[config.mk]
export PLATFORM = sky130hd
export DESIGN_NAME = epIrqAgg
export DESIGN_NICKNAME = d
export VERILOG_FILES = /design/src/rtl/epIrqPkg.sv /design/src/rtl/epIrqCtrl.sv /design/src/rtl/epIrqData.sv /design/src/rtl/epIrqAgg.sv
export SDC_FILE = /design/constraint.sdc
export NUM_CORES = 1
export LEC_CHECK = 0
export BUFFER_PORTS_ARGS = -buffer_cell sky130_fd_sc_hd__buf_4
export CAP_MARGIN = 20
export CORE_MARGIN = 2
export CORE_UTILIZATION = 36
export CTS_CLUSTER_SIZE = 12
export DETAILED_ROUTE_END_ITERATION = 8
export MAX_ROUTING_LAYER = met4
export PLACE_DENSITY_LB_ADDON = 0.12
export SLEW_MARGIN = 15
export SYNTH_ARGS = -nofsm -noshare
export SYNTH_HDL_FRONTEND = slang
export SYNTH_HIERARCHICAL = 1
export SYNTH_SLANG_ARGS = --single-unit
[constraint.sdc]
create_clock -name clk -period 3 [get_ports clk]
set_input_delay 0.15 -clock clk [delete_from_list [all_inputs] [get_ports clk]]
set_output_delay 0.15 -clock clk [all_outputs]
set_load 0.005 [all_outputs]
[src/rtl/epIrqPkg.sv]
package epIrqPkg;

  // read-side source selection produced by the decoder
  typedef enum logic [2:0] {
    RD_NONE,
    RD_IN_MSK,
    RD_OUT_MSK,
    RD_ALL_EP,
    RD_EP_MSK,
    RD_CORE,
    RD_IN_ST,
    RD_OUT_ST
  } rdSelT;

  typedef struct packed {
    logic  wrInMsk;
    logic  wrOutMsk;
    logic  wrEpMsk;
    logic  clrInSt;
    logic  clrOutSt;
    rdSelT rdSel;
  } ctrlStrobeT;

  // address regions (upper address bits) and offsets in the global region
  localparam logic [1:0] REG_GLOBAL = 2'd0;
  localparam logic [1:0] REG_IN_ST  = 2'd1;
  localparam logic [1:0] REG_OUT_ST = 2'd2;

  localparam logic [3:0] OFS_IN_MSK  = 4'h0;
  localparam logic [3:0] OFS_OUT_MSK = 4'h1;
  localparam logic [3:0] OFS_ALL_EP  = 4'h2;
  localparam logic [3:0] OFS_EP_MSK  = 4'h3;
  localparam logic [3:0] OFS_CORE    = 4'h4;

  localparam int unsigned DATA_W   = 32;
  localparam int unsigned OUT_BASE = 16;

endpackage

[src/rtl/epIrqCtrl.sv]
module epIrqCtrl
  import epIrqPkg::*;
#(
  parameter int unsigned NUM_EP = 16,
  parameter int unsigned ADDR_W = 6,
  localparam int unsigned EP_W  = $clog2(NUM_EP)
) (
  input  logic [ADDR_W-1:0] regAddr,
  input  logic              regWrEn,
  output ctrlStrobeT        strb,
  output logic [EP_W-1:0]   epSel
);

  logic [ADDR_W-5:0] region;
  logic [3:0]        offset;
  logic              epValid;

  assign region  = regAddr[ADDR_W-1:4];
  assign offset  = regAddr[3:0];
  assign epValid = ({1'b0, offset} < 5'(NUM_EP));
  assign epSel   = offset[EP_W-1:0];

  always_comb begin
    strb = '{wrInMsk: 1'b0, wrOutMsk: 1'b0, wrEpMsk: 1'b0,
             clrInSt: 1'b0, clrOutSt: 1'b0, rdSel: RD_NONE};
    if (region == (ADDR_W-4)'(REG_GLOBAL)) begin
      case (offset)
        OFS_IN_MSK:  begin strb.wrInMsk  = regWrEn; strb.rdSel = RD_IN_MSK;  end
        OFS_OUT_MSK: begin strb.wrOutMsk = regWrEn; strb.rdSel = RD_OUT_MSK; end
        OFS_ALL_EP:  strb.rdSel = RD_ALL_EP;
        OFS_EP_MSK:  begin strb.wrEpMsk  = regWrEn; strb.rdSel = RD_EP_MSK;  end
        OFS_CORE:    strb.rdSel = RD_CORE;
        default:     strb.rdSel = RD_NONE;
      endcase
    end else if (region == (ADDR_W-4)'(REG_IN_ST) && epValid) begin
      strb.clrInSt = regWrEn;
      strb.rdSel   = RD_IN_ST;
    end else if (region == (ADDR_W-4)'(REG_OUT_ST) && epValid) begin
      strb.clrOutSt = regWrEn;
      strb.rdSel    = RD_OUT_ST;
    end
  end

endmodule

[src/rtl/epIrqData.sv]
module epIrqData
  import epIrqPkg::*;
#(
  parameter int unsigned NUM_EP = 16,
  parameter int unsigned STAT_W = 8,
  localparam int unsigned EP_W  = $clog2(NUM_EP)
) (
  input  logic                     clk,
  input  logic                     rstN,
  input  ctrlStrobeT               strb,
  input  logic [EP_W-1:0]          epSel,
  input  logic [DATA_W-1:0]        wrData,
  input  logic [NUM_EP*STAT_W-1:0] inEvt,
  input  logic [NUM_EP*STAT_W-1:0] outEvt,
  output logic [DATA_W-1:0]        rdData,
  output logic [DATA_W-1:0]        allEp,
  output logic                     inCore,
  output logic                     outCore,
  output logic                     intOut
);

  logic [STAT_W-1:0] inSt  [NUM_EP];
  logic [STAT_W-1:0] outSt [NUM_EP];
  logic [STAT_W-1:0] inMsk, outMsk;
  logic [DATA_W-1:0] epMsk;
  logic [NUM_EP-1:0] inEpSum, outEpSum;

  // shared masks and per-endpoint mask
  always_ff @(posedge clk) begin
    if (!rstN) begin
      inMsk  <= '0;
      outMsk <= '0;
      epMsk  <= '0;
    end else begin
      if (strb.wrInMsk)  inMsk  <= wrData[STAT_W-1:0];
      if (strb.wrOutMsk) outMsk <= wrData[STAT_W-1:0];
      if (strb.wrEpMsk)  epMsk  <= wrData;
    end
  end

  // leaf status vectors: write-1-to-clear, a new event wins over a clear
  for (genvar g = 0; g < NUM_EP; g++) begin : g_ep
    logic [STAT_W-1:0] inClr, outClr;
    assign inClr  = (strb.clrInSt  && epSel == EP_W'(g)) ? wrData[STAT_W-1:0] : '0;
    assign outClr = (strb.clrOutSt && epSel == EP_W'(g)) ? wrData[STAT_W-1:0] : '0;

    always_ff @(posedge clk) begin
      if (!rstN) begin
        inSt[g]  <= '0;
        outSt[g] <= '0;
      end else begin
        inSt[g]  <= (inSt[g]  & ~inClr)  | inEvt[g*STAT_W +: STAT_W];
        outSt[g] <= (outSt[g] & ~outClr) | outEvt[g*STAT_W +: STAT_W];
      end
    end

    assign inEpSum[g]  = |(inSt[g]  & inMsk);
    assign outEpSum[g] = |(outSt[g] & outMsk);
  end

  always_comb begin
    allEp = '0;
    allEp[NUM_EP-1:0]        = inEpSum;
    allEp[OUT_BASE +: NUM_EP] = outEpSum;
  end

  assign inCore  = |(inEpSum  & epMsk[NUM_EP-1:0]);
  assign outCore = |(outEpSum & epMsk[OUT_BASE +: NUM_EP]);

  always_ff @(posedge clk) begin
    if (!rstN) intOut <= 1'b0;
    else       intOut <= inCore | outCore;
  end

  always_comb begin
    case (strb.rdSel)
      RD_IN_MSK:  rdData = DATA_W'(inMsk);
      RD_OUT_MSK: rdData = DATA_W'(outMsk);
      RD_ALL_EP:  rdData = allEp;
      RD_EP_MSK:  rdData = epMsk;
      RD_CORE:    rdData = DATA_W'({outCore, inCore});
      RD_IN_ST:   rdData = DATA_W'(inSt[epSel]);
      RD_OUT_ST:  rdData = DATA_W'(outSt[epSel]);
      default:    rdData = '0;
    endcase
  end

endmodule

[src/rtl/epIrqAgg.sv]
module epIrqAgg
  import epIrqPkg::*;
#(
  parameter int unsigned NUM_EP = 16,
  parameter int unsigned STAT_W = 8,
  parameter int unsigned ADDR_W = 6,
  localparam int unsigned EP_W  = $clog2(NUM_EP)
) (
  input  logic                     clk,
  input  logic                     rstN,
  input  logic [NUM_EP*STAT_W-1:0] inEvt,
  input  logic [NUM_EP*STAT_W-1:0] outEvt,
  input  logic [ADDR_W-1:0]        regAddr,
  input  logic                     regWrEn,
  input  logic [31:0]              regWrData,
  output logic [31:0]              regRdData,
  output logic                     inIrq,
  output logic                     outIrq,
  output logic                     intOut
);

  ctrlStrobeT        strb;
  logic [EP_W-1:0]   epSel;
  logic [DATA_W-1:0] allEp;

  epIrqCtrl #(.NUM_EP(NUM_EP), .ADDR_W(ADDR_W)) u_ctrl (
    .regAddr(regAddr),
    .regWrEn(regWrEn),
    .strb   (strb),
    .epSel  (epSel)
  );

  epIrqData #(.NUM_EP(NUM_EP), .STAT_W(STAT_W)) u_data (
    .clk    (clk),
    .rstN   (rstN),
    .strb   (strb),
    .epSel  (epSel),
    .wrData (regWrData),
    .inEvt  (inEvt),
    .outEvt (outEvt),
    .rdData (regRdData),
    .allEp  (allEp),
    .inCore (inIrq),
    .outCore(outIrq),
    .intOut (intOut)
  );

endmodule

==> key figures <==
Logic synthesis
  – Unique masters post-synth: 47
  – EDFF count, synth: 0
  – Post-synthesis sequential area ratio: 38.7%
  – Post-Synthesis Net Count: 1995
  – Warnings from Yosys: 6
  – Synthesized area per cell: 9.31 sq um
  – Async SR Flop Fraction: 0%
  – Synthesized area: 15800 sq um
  – Synthesized flop and latch total: 305
  – Ys flop type: dfxtp_1
  – Cells after Synth: 1694

STA
  – Final count of hold timing violations: 0
  – Setup violations, final: 0
  – Final period util: 97.6%
  – F_max: 0.342 GHz
  – Final Max Tran Viols: 0
  – Setup_tns: 0 ns
  – Relative slew slack: 39.3%
  – Crit path time final: 2.93 ns
  – Min Hold Slack: 0.0757 ns
  – Clock Skews: 0.0116 ns
  – Worst-Margin Slew: 0.907 ns

Setup path
  – R2R setup slack: 0.79 ns
  – FF-to-FF End: u_data/intOut
  – Worst setup SP type: flip-flop
  – Worst r2r src: u_data/outMsk[6]
  – Crit end category: primary output
  – Crit-path max FO: 17
  – CP Data Required Time: 2.85 ns
  – Arr. time, crit path: 2.78 ns
  – Setup CP Type: flip-flop to primary output
  – Reg2reg path depth: 8

Power
  – Sequential share of power: 43.4%
  – Pwr Total: 10600 uW
  – Clk pwr share: 41.0%
  – VDD IR-drop max: 0.307 mV
  – Comb power frac: 15.6%
  – Switch share: 26.1%
  – Psw: 2770 uW
  – PwrDens: 459 nW/um^2
  – Internal power component: 7850 uW
  – P_leak: 0.00885 uW

Placement
  – Gp weighted congestion: 0.969
  – Hpwl dp: 52500 um
  – Input/output buffers: 331

Status
  – Outcome: finished clean

Clocking
  – Htree depth: 2
  – Max Root-Sink Buffers: 3
  – Clock root cell: clkbuf_16
  – Num CTS Buffers: 36
  – Worst skew pair latency: 0.54 ns
  – CTS sink cnt: 305
  – CTS tree: built
  – Worst-path clk slew: 0.06 ns

Route
  – DRC: 0
  – TritonRoute pass-1 iters: 6
  – Mean routed wirelength per cell: 25.5 um
  – Via count: 16079
  – Remaining antenna violation count: 0
  – DRT iter0 DRCs: 1498
  – Final WL: 73100 um
  – Vias/cell: 5.60

Global routing
  – GRT Util Overall: 32.5%
  – Vias in the first global route: 16022
  – Maximum number of pins on one net before global-route repair: 119
  – First-pass GRT wire length: 105000 um
  – Initial antenna violation count: 0
  – GRT overflow: 0

Finish
  – Area grow syn2layout: 46.5%
  – Number of diodes: 0
  – Share of layout cells above drive strength 1: 24.8%
  – Nets: 2565

Die
  – Horiz. Die Dim: 213 um
  – IO Count: 332
  – Placement row count: 76
  – Die area: 45500 sq um
  – Die Y: 213 um
  – Initial Utilization: 36.5%
  – Core Region: 43200 sq um

Hold path
  – Depth of the worst hold-timing path: 2
  – Hold EP: u_data/outSt[6][7]
  – Hold path start: rstN
  – Min-Delay Path Class: input pin to flip-flop

Job
  – Maxcap violations: 0
## worst max path at each step
| stage | to | slack (ns) | cells past startpoint | start |
|---|---|---|---|---|
| detailed placement | regRdData[1] | 0.06 | 8 | u_data/outMsk[2] |
| floorplan | regRdData[10] | 0.72 | 10 | regAddr[4] |
| global placement | regRdData[1] | 0.02 | 8 | u_data/outMsk[2] |
| global route | regRdData[0] | -0.005 | 7 | u_data/inMsk[4] |
| finish | regRdData[0] | 0.07 | 7 | u_data/inMsk[4] |
| CTS | regRdData[1] | -0.02 | 8 | u_data/outMsk[2] |
## synthesized netlist by cell type (all sizes together), types with 2 or more instances
master   instances  area (sq um)
mux4            80          1880
nand3            3          15.0
nand4           32           200
o21a            64           480
clkbuf          97           364
nor4             2          12.5
a21oi          193           966
a21boi          65           488
a41oi           24           210
nor2b          245          1530
a22o            24           210
mux2i           48           480
nand2b           3          18.8
a221oi           6          52.6
o311ai           2          17.5
nor3b            3          27.5
nand3b           2          15.0
a2111o           8          90.1
nand2          210           788
or3b             2          17.5
a22oi          142          1070
ha               4          50.1
buf             45           280
inv             28           105
and3             5          32.5
and3b            2          18.8
nor2            40           160
dfxtp          305          6110
a2bb2oi          2          17.5
## area by class of cell
cell class,count,area [sq um]
Clock buffer,53,1060
Clock inverter,6,80.1
Fill cell,3951,20100
Inverter,28,105
Multi-Input combinational cell,1219,9140
Sequential cell,305,6150
Tap cell,585,732
Timing Repair Buffer,674,5830
## power by group through the flow
stage	registers, uW	logic, uW	clock network [uW]
6_report	4610	1650	4350
5_1_grt	4620	1750	4580
4_1_cts	4600	1640	4410
3_5_place_dp	4690	1340	0
3_3_place_gp	4690	1320	0
2_1_floorplan	4510	736	0
## critical path, stage by stage (launching register included)
cell and delay (ns):
dfxtp_2 0.43, a22oi_1 0.28, a41oi_1 0.23, a2111o_1 0.48, nor4_4 0.32, o311ai_0 0.18, buf_4 0.18, buf_4 0.13
## cell families (layout without fill, tap and decap cells)
| family | count (synthesis) | in the layout | synth area share [%] |
|---|---|---|---|
| AOI/OAI and AO/OA | 532 | 532 | 22.9 |
| DFF | 305 | 305 | 38.7 |
| adders and majority gates | 4 | 4 | 0.317 |
| muxes | 129 | 129 | 15.0 |
| xor gates and xnor gates | 1 | 1 | 0.0556 |
| and+or+nand+nor | 553 | 553 | 18.2 |
| buffers and inverters | 170 | 761 | 4.75 |
## routing by layer
metal	GRT usage [%]	part of all wire, %
met1	40.8	42
met5	-	0
met3	3.79	5.5
met4	11.4	3.7
met2	54.3	48
## registers in the layout, summed over array words and instances (netlist names)
name	cells
u_data/intOut	1
u_data/inSt	128
u_data/inMsk	8
u_data/outMsk	8
u_data/outSt	128
u_data/epMsk	32
## through the flow
| step | instance area, sq um | worst slack [ns] | std cells | utilization [%] |
|---|---|---|---|---|
| 6_report | 23100 | 0.0727 | 2870 | 53.5 |
| 5_1_grt | 23100 | -0.00482 | 2870 | 53.5 |
| 3_5_place_dp | 18800 | 0.0635 | 2524 | 43.6 |
| 4_1_cts | 22900 | -0.0204 | 2865 | 53.1 |
| 2_1_floorplan | 15800 | 0.722 | 1694 | - |
| 3_3_place_gp | 18800 | 0.0156 | 2524 | 43.6 |
## placed cells by master, fill, tap and decap left out, types with 3 or more instances in the layout
cell,n
mux4_2,59
dfxtp_1,290
and3_1,4
a21oi_1,193
buf_4,387
clkbuf_8,7
dlygate4sd3_1,280
mux2i_1,48
o21a_1,64
a22o_1,24
nand2b_1,3
nor2b_1,244
dfxtp_2,4
buf_12,5
a22oi_2,30
nand4_1,32
dfxtp_4,11
nor2_1,36
clkbuf_16,37
a2111o_1,8
nand2_1,210
clkinv_2,4
mux4_1,21
inv_1,28
nor2_2,4
a21boi_0,65
a41oi_1,20
clkbuf_1,9
nand3_1,3
a22oi_1,112
ha_1,4
a41oi_2,4
a221oi_1,6
## repair_timing
action / CTS / global route
resized for setup: 45 / 23
endpoints found under the hold margin: 280 / 0
setup endpoints to repair: 4 / 2
gates cloned: 0 / 0
hold buffers: 280 / 0
buffers inserted: 2 / 6
pin swaps: 2 / 10
(Power assumes the default switching activity.)
